<file path="config.mk">
export PLATFORM = sky130hd
export DESIGN_NAME = exc_entry_unit
export DESIGN_NICKNAME = d
export VERILOG_FILES = /design/src/rtl/exc_entry_pkg.sv /design/src/rtl/exc_entry_ctrl.sv /design/src/rtl/exc_entry_dpath.sv /design/src/rtl/exc_entry_unit.sv
export SDC_FILE = /design/constraint.sdc
export NUM_CORES = 1
export LEC_CHECK = 0
export BUFFER_PORTS_ARGS = -buffer_cell sky130_fd_sc_hd__buf_4
export CAP_MARGIN = 5
export CORE_UTILIZATION = 44
export DETAILED_ROUTE_END_ITERATION = 10
export PLACE_DENSITY = 0.8
export RECOVER_POWER = 100
export SYNTH_ARGS = -nofsm -noshare
export SYNTH_HDL_FRONTEND = slang
export SYNTH_HIERARCHICAL = 1
export SYNTH_SLANG_ARGS = --single-unit
</file>
<file path="constraint.sdc">
create_clock -name clk -period 1.48 [get_ports clk]
set_clock_uncertainty 0.2 [all_clocks]
set_input_delay 0.074 -clock clk [delete_from_list [all_inputs] [get_ports clk]]
set_output_delay 0.074 -clock clk [all_outputs]
set_load 0.01 [all_outputs]
</file>
<file path="src/rtl/exc_entry_pkg.sv">
package exc_entry_pkg;
  localparam int IL_LSB   = 0;
  localparam int IL_W     = 4;
  localparam int EXCM_BIT = 4;
  localparam int UM_BIT   = 5;

  typedef enum logic [1:0] {
    VEC_USER   = 2'd0,
    VEC_KERNEL = 2'd1,
    VEC_DOUBLE = 2'd2,
    VEC_DEBUG  = 2'd3
  } vec_e;

  typedef struct packed {
    logic genTake;
    logic dbgTake;
    logic toEpc1;
    logic toDepc;
  } ctl_t;
endpackage

</file>
<file path="src/rtl/exc_entry_ctrl.sv">
module exc_entry_ctrl
  import exc_entry_pkg::*;
#(
  parameter int DBG_LEVEL = 4,
  parameter bit HAS_DEPC  = 1'b1
) (
  input  logic            clk,
  input  logic            rstN,
  input  logic            excValid,
  input  logic            dbgValid,
  input  logic [IL_W-1:0] levelIn,
  input  logic            excmIn,
  input  logic            umIn,
  output ctl_t            ctl,
  output logic            takeStrobe,
  output vec_e            vecSel
);
  logic levelOk;
  vec_e vecNext;

  always_comb begin
    levelOk     = levelIn < IL_W'(DBG_LEVEL);
    ctl.dbgTake = dbgValid && levelOk;
    ctl.genTake = excValid && !ctl.dbgTake;
    ctl.toDepc  = ctl.genTake && excmIn && HAS_DEPC;
    ctl.toEpc1  = ctl.genTake && !(excmIn && HAS_DEPC);
    if (ctl.dbgTake)  vecNext = VEC_DEBUG;
    else if (excmIn)  vecNext = VEC_DOUBLE;
    else if (umIn)    vecNext = VEC_USER;
    else              vecNext = VEC_KERNEL;
  end

  always_ff @(posedge clk) begin
    if (!rstN) begin
      takeStrobe <= 1'b0;
      vecSel     <= VEC_USER;
    end else begin
      takeStrobe <= ctl.genTake || ctl.dbgTake;
      if (ctl.genTake || ctl.dbgTake) vecSel <= vecNext;
    end
  end

  p_dbg_gate_r7: assert property (@(posedge clk) disable iff (!rstN)
    (dbgValid && !excValid && levelIn >= IL_W'(DBG_LEVEL)) |=> !takeStrobe);

  p_vec_double_r3: assert property (@(posedge clk) disable iff (!rstN)
    (excValid && !dbgValid && excmIn) |=> (takeStrobe && vecSel == VEC_DOUBLE));

  p_idle_quiet_r11: assert property (@(posedge clk) disable iff (!rstN)
    (!excValid && !dbgValid) |=> !takeStrobe);

  p_dbg_wins_r10: assert property (@(posedge clk) disable iff (!rstN)
    (dbgValid && excValid && levelIn < IL_W'(DBG_LEVEL)) |=> vecSel == VEC_DEBUG);
endmodule

</file>
<file path="src/rtl/exc_entry_dpath.sv">
module exc_entry_dpath
  import exc_entry_pkg::*;
#(
  parameter int XLEN      = 32,
  parameter int CAUSE_W   = 6,
  parameter int DBGC_W    = 6,
  parameter int DBG_LEVEL = 4,
  parameter bit HAS_DEPC  = 1'b1
) (
  input  logic               clk,
  input  logic               rstN,
  input  ctl_t               ctl,
  input  logic [XLEN-1:0]    excPc,
  input  logic [XLEN-1:0]    excVaddr,
  input  logic               excHasAddr,
  input  logic [CAUSE_W-1:0] excCause,
  input  logic [DBGC_W-1:0]  dbgCause,
  input  logic [XLEN-1:0]    psIn,
  output logic [XLEN-1:0]    psNext,
  output logic               psWe,
  output logic [XLEN-1:0]    epc1,
  output logic [XLEN-1:0]    depc,
  output logic [CAUSE_W-1:0] causeReg,
  output logic [XLEN-1:0]    vaddrReg,
  output logic [DBGC_W-1:0]  dbgCauseReg,
  output logic [XLEN-1:0]    epcDbg,
  output logic [XLEN-1:0]    epsDbg
);
  localparam logic [XLEN-1:0] EXCM_MASK = XLEN'(1) << EXCM_BIT;
  localparam logic [XLEN-1:0] IL_MASK   = ((XLEN'(1) << IL_W) - XLEN'(1)) << IL_LSB;
  localparam logic [XLEN-1:0] DBG_FIELD = XLEN'(DBG_LEVEL) << IL_LSB;

  always_ff @(posedge clk) begin
    if (!rstN) begin
      psNext      <= '0;
      psWe        <= 1'b0;
      epc1        <= '0;
      causeReg    <= '0;
      vaddrReg    <= '0;
      dbgCauseReg <= '0;
      epcDbg      <= '0;
      epsDbg      <= '0;
    end else begin
      psWe <= ctl.genTake || ctl.dbgTake;
      if (ctl.genTake) begin
        causeReg <= excCause;
        psNext   <= psIn | EXCM_MASK;
        if (excHasAddr) vaddrReg <= excVaddr;
        if (ctl.toEpc1) epc1 <= excPc;
      end
      if (ctl.dbgTake) begin
        dbgCauseReg <= dbgCause;
        epcDbg      <= excPc;
        epsDbg      <= psIn;
        psNext      <= (psIn & ~IL_MASK) | DBG_FIELD | EXCM_MASK;
      end
    end
  end

  generate
    if (HAS_DEPC) begin : g_depc
      always_ff @(posedge clk) begin
        if (!rstN) depc <= '0;
        else if (ctl.toDepc) depc <= excPc;
      end
    end else begin : g_no_depc
      assign depc = '0;
    end
  endgenerate

  p_ps_excm_r5: assert property (@(posedge clk) disable iff (!rstN)
    psWe |-> psNext[EXCM_BIT]);

  p_vaddr_keep_r6: assert property (@(posedge clk) disable iff (!rstN)
    (ctl.genTake && !excHasAddr) |=> $stable(vaddrReg));

  p_eps_copy_r8: assert property (@(posedge clk) disable iff (!rstN)
    ctl.dbgTake |=> epsDbg == $past(psIn));

  p_cause_keep_r8: assert property (@(posedge clk) disable iff (!rstN)
    ctl.dbgTake |=> $stable(causeReg));
endmodule

</file>
<file path="src/rtl/exc_entry_unit.sv">
module exc_entry_unit
  import exc_entry_pkg::*;
#(
  parameter int XLEN      = 32,
  parameter int CAUSE_W   = 6,
  parameter int DBGC_W    = 6,
  parameter int DBG_LEVEL = 4,
  parameter bit HAS_DEPC  = 1'b1
) (
  input  logic               clk,
  input  logic               rstN,
  input  logic               excValid,
  input  logic               excHasAddr,
  input  logic [CAUSE_W-1:0] excCause,
  input  logic [XLEN-1:0]    excPc,
  input  logic [XLEN-1:0]    excVaddr,
  input  logic               dbgValid,
  input  logic [DBGC_W-1:0]  dbgCause,
  input  logic [XLEN-1:0]    psIn,
  output logic               takeStrobe,
  output logic [1:0]         vecSel,
  output logic [XLEN-1:0]    psNext,
  output logic               psWe,
  output logic [XLEN-1:0]    epc1,
  output logic [XLEN-1:0]    depc,
  output logic [CAUSE_W-1:0] causeReg,
  output logic [XLEN-1:0]    vaddrReg,
  output logic [DBGC_W-1:0]  dbgCauseReg,
  output logic [XLEN-1:0]    epcDbg,
  output logic [XLEN-1:0]    epsDbg
);
  ctl_t ctl;
  vec_e vecQ;

  exc_entry_ctrl #(.DBG_LEVEL(DBG_LEVEL), .HAS_DEPC(HAS_DEPC)) u_ctrl (
    .clk(clk), .rstN(rstN), .excValid(excValid), .dbgValid(dbgValid),
    .levelIn(psIn[IL_LSB +: IL_W]), .excmIn(psIn[EXCM_BIT]), .umIn(psIn[UM_BIT]),
    .ctl(ctl), .takeStrobe(takeStrobe), .vecSel(vecQ)
  );

  assign vecSel = vecQ;

  exc_entry_dpath #(.XLEN(XLEN), .CAUSE_W(CAUSE_W), .DBGC_W(DBGC_W),
                    .DBG_LEVEL(DBG_LEVEL), .HAS_DEPC(HAS_DEPC)) u_dpath (
    .clk(clk), .rstN(rstN), .ctl(ctl), .excPc(excPc), .excVaddr(excVaddr),
    .excHasAddr(excHasAddr), .excCause(excCause), .dbgCause(dbgCause), .psIn(psIn),
    .psNext(psNext), .psWe(psWe), .epc1(epc1), .depc(depc), .causeReg(causeReg),
    .vaddrReg(vaddrReg), .dbgCauseReg(dbgCauseReg), .epcDbg(epcDbg), .epsDbg(epsDbg)
  );
endmodule

</file>
==> results.yml <==
die:
  core_area_mm2: 0.0175
  ios: 321
  rows: 48
  dieHeight_um: 137
  die_area_mm2: 0.0187
  initial_core_util_pct: 45.7
  die_w_um: 137
worst_setup_path:
  path_common_cell: "buf_12"
  max_stage_delay_ns: 0.57
  critPathBufInv: 4
  critical_path.top_delay_family: "buffers and inverters"
  critPathCaptureType: "flip-flop"
  crit_type: "input pin to flip-flop"
  crit_path_start_kind: "input pin"
  crit_required_ns: 1.67
  crit_arrival_ns: 1.76
  worst_path_max_delay_cell: "dlygate4sd3_1"
  cp_cell_sequence: "buf_4, nor3b_4, nor2b_4, buf_12, buf_12, nand3_1, dlygate4sd3_1, a21oi_1"
  worstPathMaxFanout: 8
pwr:
  vdd_ir_drop_max_v: 0.000932
  finalPower_mw: 13.8
  p_per_area_mw_per_mm2: 1090
  cellLeakagePower_nw: 4.93
synthesis:
  postSynthCellCount: 797
  syn_avg_cell_area_um2: 10.0
  synth_cell_type_count: 24
  syn_area_mm2: 0.00798
  seq_area_frac_synth_pct: 52.2
  synthAdderAreaFrac_pct: 0
  synthesis.nets: 910
  synth-xor-area-share_pct: 0
  yosysWarnings: 6
  synth_top_family_by_area: "compound AO/OA/AOI/OAI gates"
  synth_seq_cells: 208
  synthMuxAreaShare_pct: 14.2
  synth_compound_area_share_pct: 15.8
  synthSimpleGateAreaFrac_pct: 13.2
cells_and_area:
  drive_above_1_share_pct: 23.8
  post_layout_nonfiller_instances: 1514
  final_nets: 1386
  final_core_util_pct: 72.0
  finalInstanceArea_mm2: 0.0126
  syn_to_final_growth_pct: 57.8
  antenna_cells: 0
cts:
  clock_latency_ns: 0.50
  cts_sinks: 208
  path_clk_slew_ns: 0.06
  cts.path.max_buffers: 3
  numCtsBuffers: 22
  cts-root-buf: "clkbuf_16"
  cts_tree: "built"
  cts_max_level: 1
sta:
  post-route-period-util_pct: 106
  tightest_slew_ns: 0.692
  slew_headroom_pct: 53.7
  drv_slew: 0
  hold_slack_ns: -0.0760
  finalCriticalPeriod_ns: 1.57
  hold_viol_final: 1
  layout_setup_ws_ns: -0.0896
  fmax_mhz: 637
  setup_viol_count_final: 8
placement:
  place_hpwl_um: 15300
  io_buffers: 320
  postPlaceCellArea_mm2: 0.0108
  dp.cells: 1300
  gp_congestion: 0.805
global_routing:
  grt_pass1_vias: 7523
  grt_use_total_pct: 26.4
  grt_pass1_wl_um: 38900
  gr-total-overflow: 0
  grt_max_degree: 53
  antenna_found_initial: 0
job:
  drv_cap: 0
drt:
  dr_total_vias: 7929
  routed_wl_um: 28300
  antenna_left: 0
  drtIter0Drc: 426
  dr.pass1.iters: 4
  wl_per_cell_um: 18.7
  drc: 0
  via_per_inst: 5.24
run_status:
  status: "finished with violations"
  violations: "negative hold slack, negative setup slack"
worst_hold_path:
  hold_path_class: "input pin to flip-flop"
-- flip-flops by register name, summed over array words and instances, names as in the netlist --
| signal | count |
|---|---|
| u_dpath/psNext | 32 |
| u_dpath/epcDbg | 32 |
| u_dpath/epsDbg | 32 |
| u_ctrl/vecSel | 2 |
| u_dpath/dbgCauseReg | 6 |
| u_ctrl/takeStrobe | 1 |
| u_dpath/vaddrReg | 32 |
| u_dpath/epc1 | 32 |
| u_dpath/causeReg | 6 |
| u_dpath/depc | 32 |
| u_dpath/psWe | 1 |
-- through the flow --
stage	setup TNS (ns)	setup slack, ns
2_1_floorplan	-0.179	-0.00298
3_3_place_gp	-19.15	-0.208
5_1_grt	-0.610	-0.0931
3_5_place_dp	-24.19	-0.268
4_1_cts	0	0.0173
6_report	-0.331	-0.0896
-- cells by family after synthesis --
family,Yosys count
compound gates,186
buf+inv,77
mux,113
simple gates,213
flops,208
-- what timing repair did --
action | 4_1_cts | 5_1_grt
hold buffers | 145 | 5
endpoints found under the hold margin | 208 | 6
resized for setup | 0 | 16
setup buffers | 0 | 23
endpoints found under the setup margin | 0 | 63
-- area by class of cell --
type / count / area [µm²]
clock buffer: 35 / 681
clock inverter: 5 / 80.1
fill: 1336 / 4890
inverter: 2 / 10.0
multi-input combinational: 512 / 3490
sequential: 208 / 4160
tap: 225 / 282
timing repair buffer: 527 / 3880
-- report_power, final --
part / leakage [nW] / switching (mW) / internal (mW)
Sequential: 1.70 / 0.129 / 5.85
Clock: 0.366 / 2.21 / 3.50
Combinational: 2.87 / 1.01 / 1.06
-- synth_stat cells, drive strengths merged --
| master | number | area, µm² |
|---|---|---|
| buf | 35 | 214 |
| o21a | 2 | 15.0 |
| nor3b | 3 | 33.8 |
| and3b | 1 | 8.76 |
| o21ai | 27 | 135 |
| a21oi | 92 | 460 |
| mux2i | 112 | 1120 |
| mux2 | 1 | 11.3 |
| nor2b | 2 | 12.5 |
| clkbuf | 40 | 150 |
| or3b | 27 | 236 |
| nor3 | 1 | 5.00 |
| o31a | 1 | 8.76 |
| nor2 | 114 | 428 |
| inv | 2 | 7.51 |
| dfxtp | 208 | 4160 |
| nand2b | 1 | 6.26 |
| a21bo | 64 | 641 |
| nand3 | 64 | 320 |
-- final timing paths --
path / endpoint / startpoint / slack, ns / cells past startpoint
max: u_dpath/vaddrReg[8] / dbgValid / -0.09 / 8
min: u_dpath/vaddrReg[23] / excHasAddr / -0.08 / 4
max reg2reg: u_dpath/psNext[12] / u_dpath/psNext[12] / 0.28 / 2
min reg2reg: u_dpath/psNext[4] / u_dpath/psNext[4] / 0.29 / 2
-- worst reg2reg max path: stages (launching register included) --
cell and delay, ns:
dfxtp_1 0.33, or3b_2 0.46, a21oi_1 0.14
-- per-layer routing --
metal,global-route usage [%],part of all wire [%],vias to the layer above
met5,0,0,-
met4,12.4,4.4,0
met3,6.48,7.8,96
met2,46.4,50,376
met1,29.7,38,3742
li1,-,-,3715
-- cells in the final DEF (no fill, tap or decap) --
cell / synthesis / layout
a21oi_2: 0 / 8
dfxtp_1: 208 / 208
clkdlybuf4s25_1: 0 / 2
and3b_2: 0 / 1
nor3_1: 1 / 1
nor2b_4: 0 / 1
a21oi_1: 92 / 84
nor3b_1: 2 / 1
dlymetal6s4s_1: 0 / 1
buf_12: 0 / 15
inv_4: 0 / 1
bufinv_16: 0 / 2
clkbuf_1: 40 / 207
dlygate4sd3_1: 0 / 143
clkbuf_2: 0 / 1
mux2i_1: 112 / 112
clkbuf_4: 0 / 1
o21ai_0: 27 / 27
clkbuf_8: 0 / 6
buf_4: 13 / 153
nor2_1: 114 / 114
buf_6: 2 / 3
clkinvlp_4: 0 / 2
clkinv_2: 0 / 1
buf_8: 0 / 1
nor3b_4: 1 / 2
or3b_2: 16 / 16
clkbuf_16: 0 / 29
a21bo_2: 64 / 64
nand2b_1: 1 / 1
nand3_1: 64 / 64
o31a_1: 1 / 1
inv_1: 2 / 1
nor2b_1: 2 / 1
o21a_1: 2 / 2
or3b_1: 11 / 11
mux2_1: 1 / 1
(Power assumes the default switching activity.)
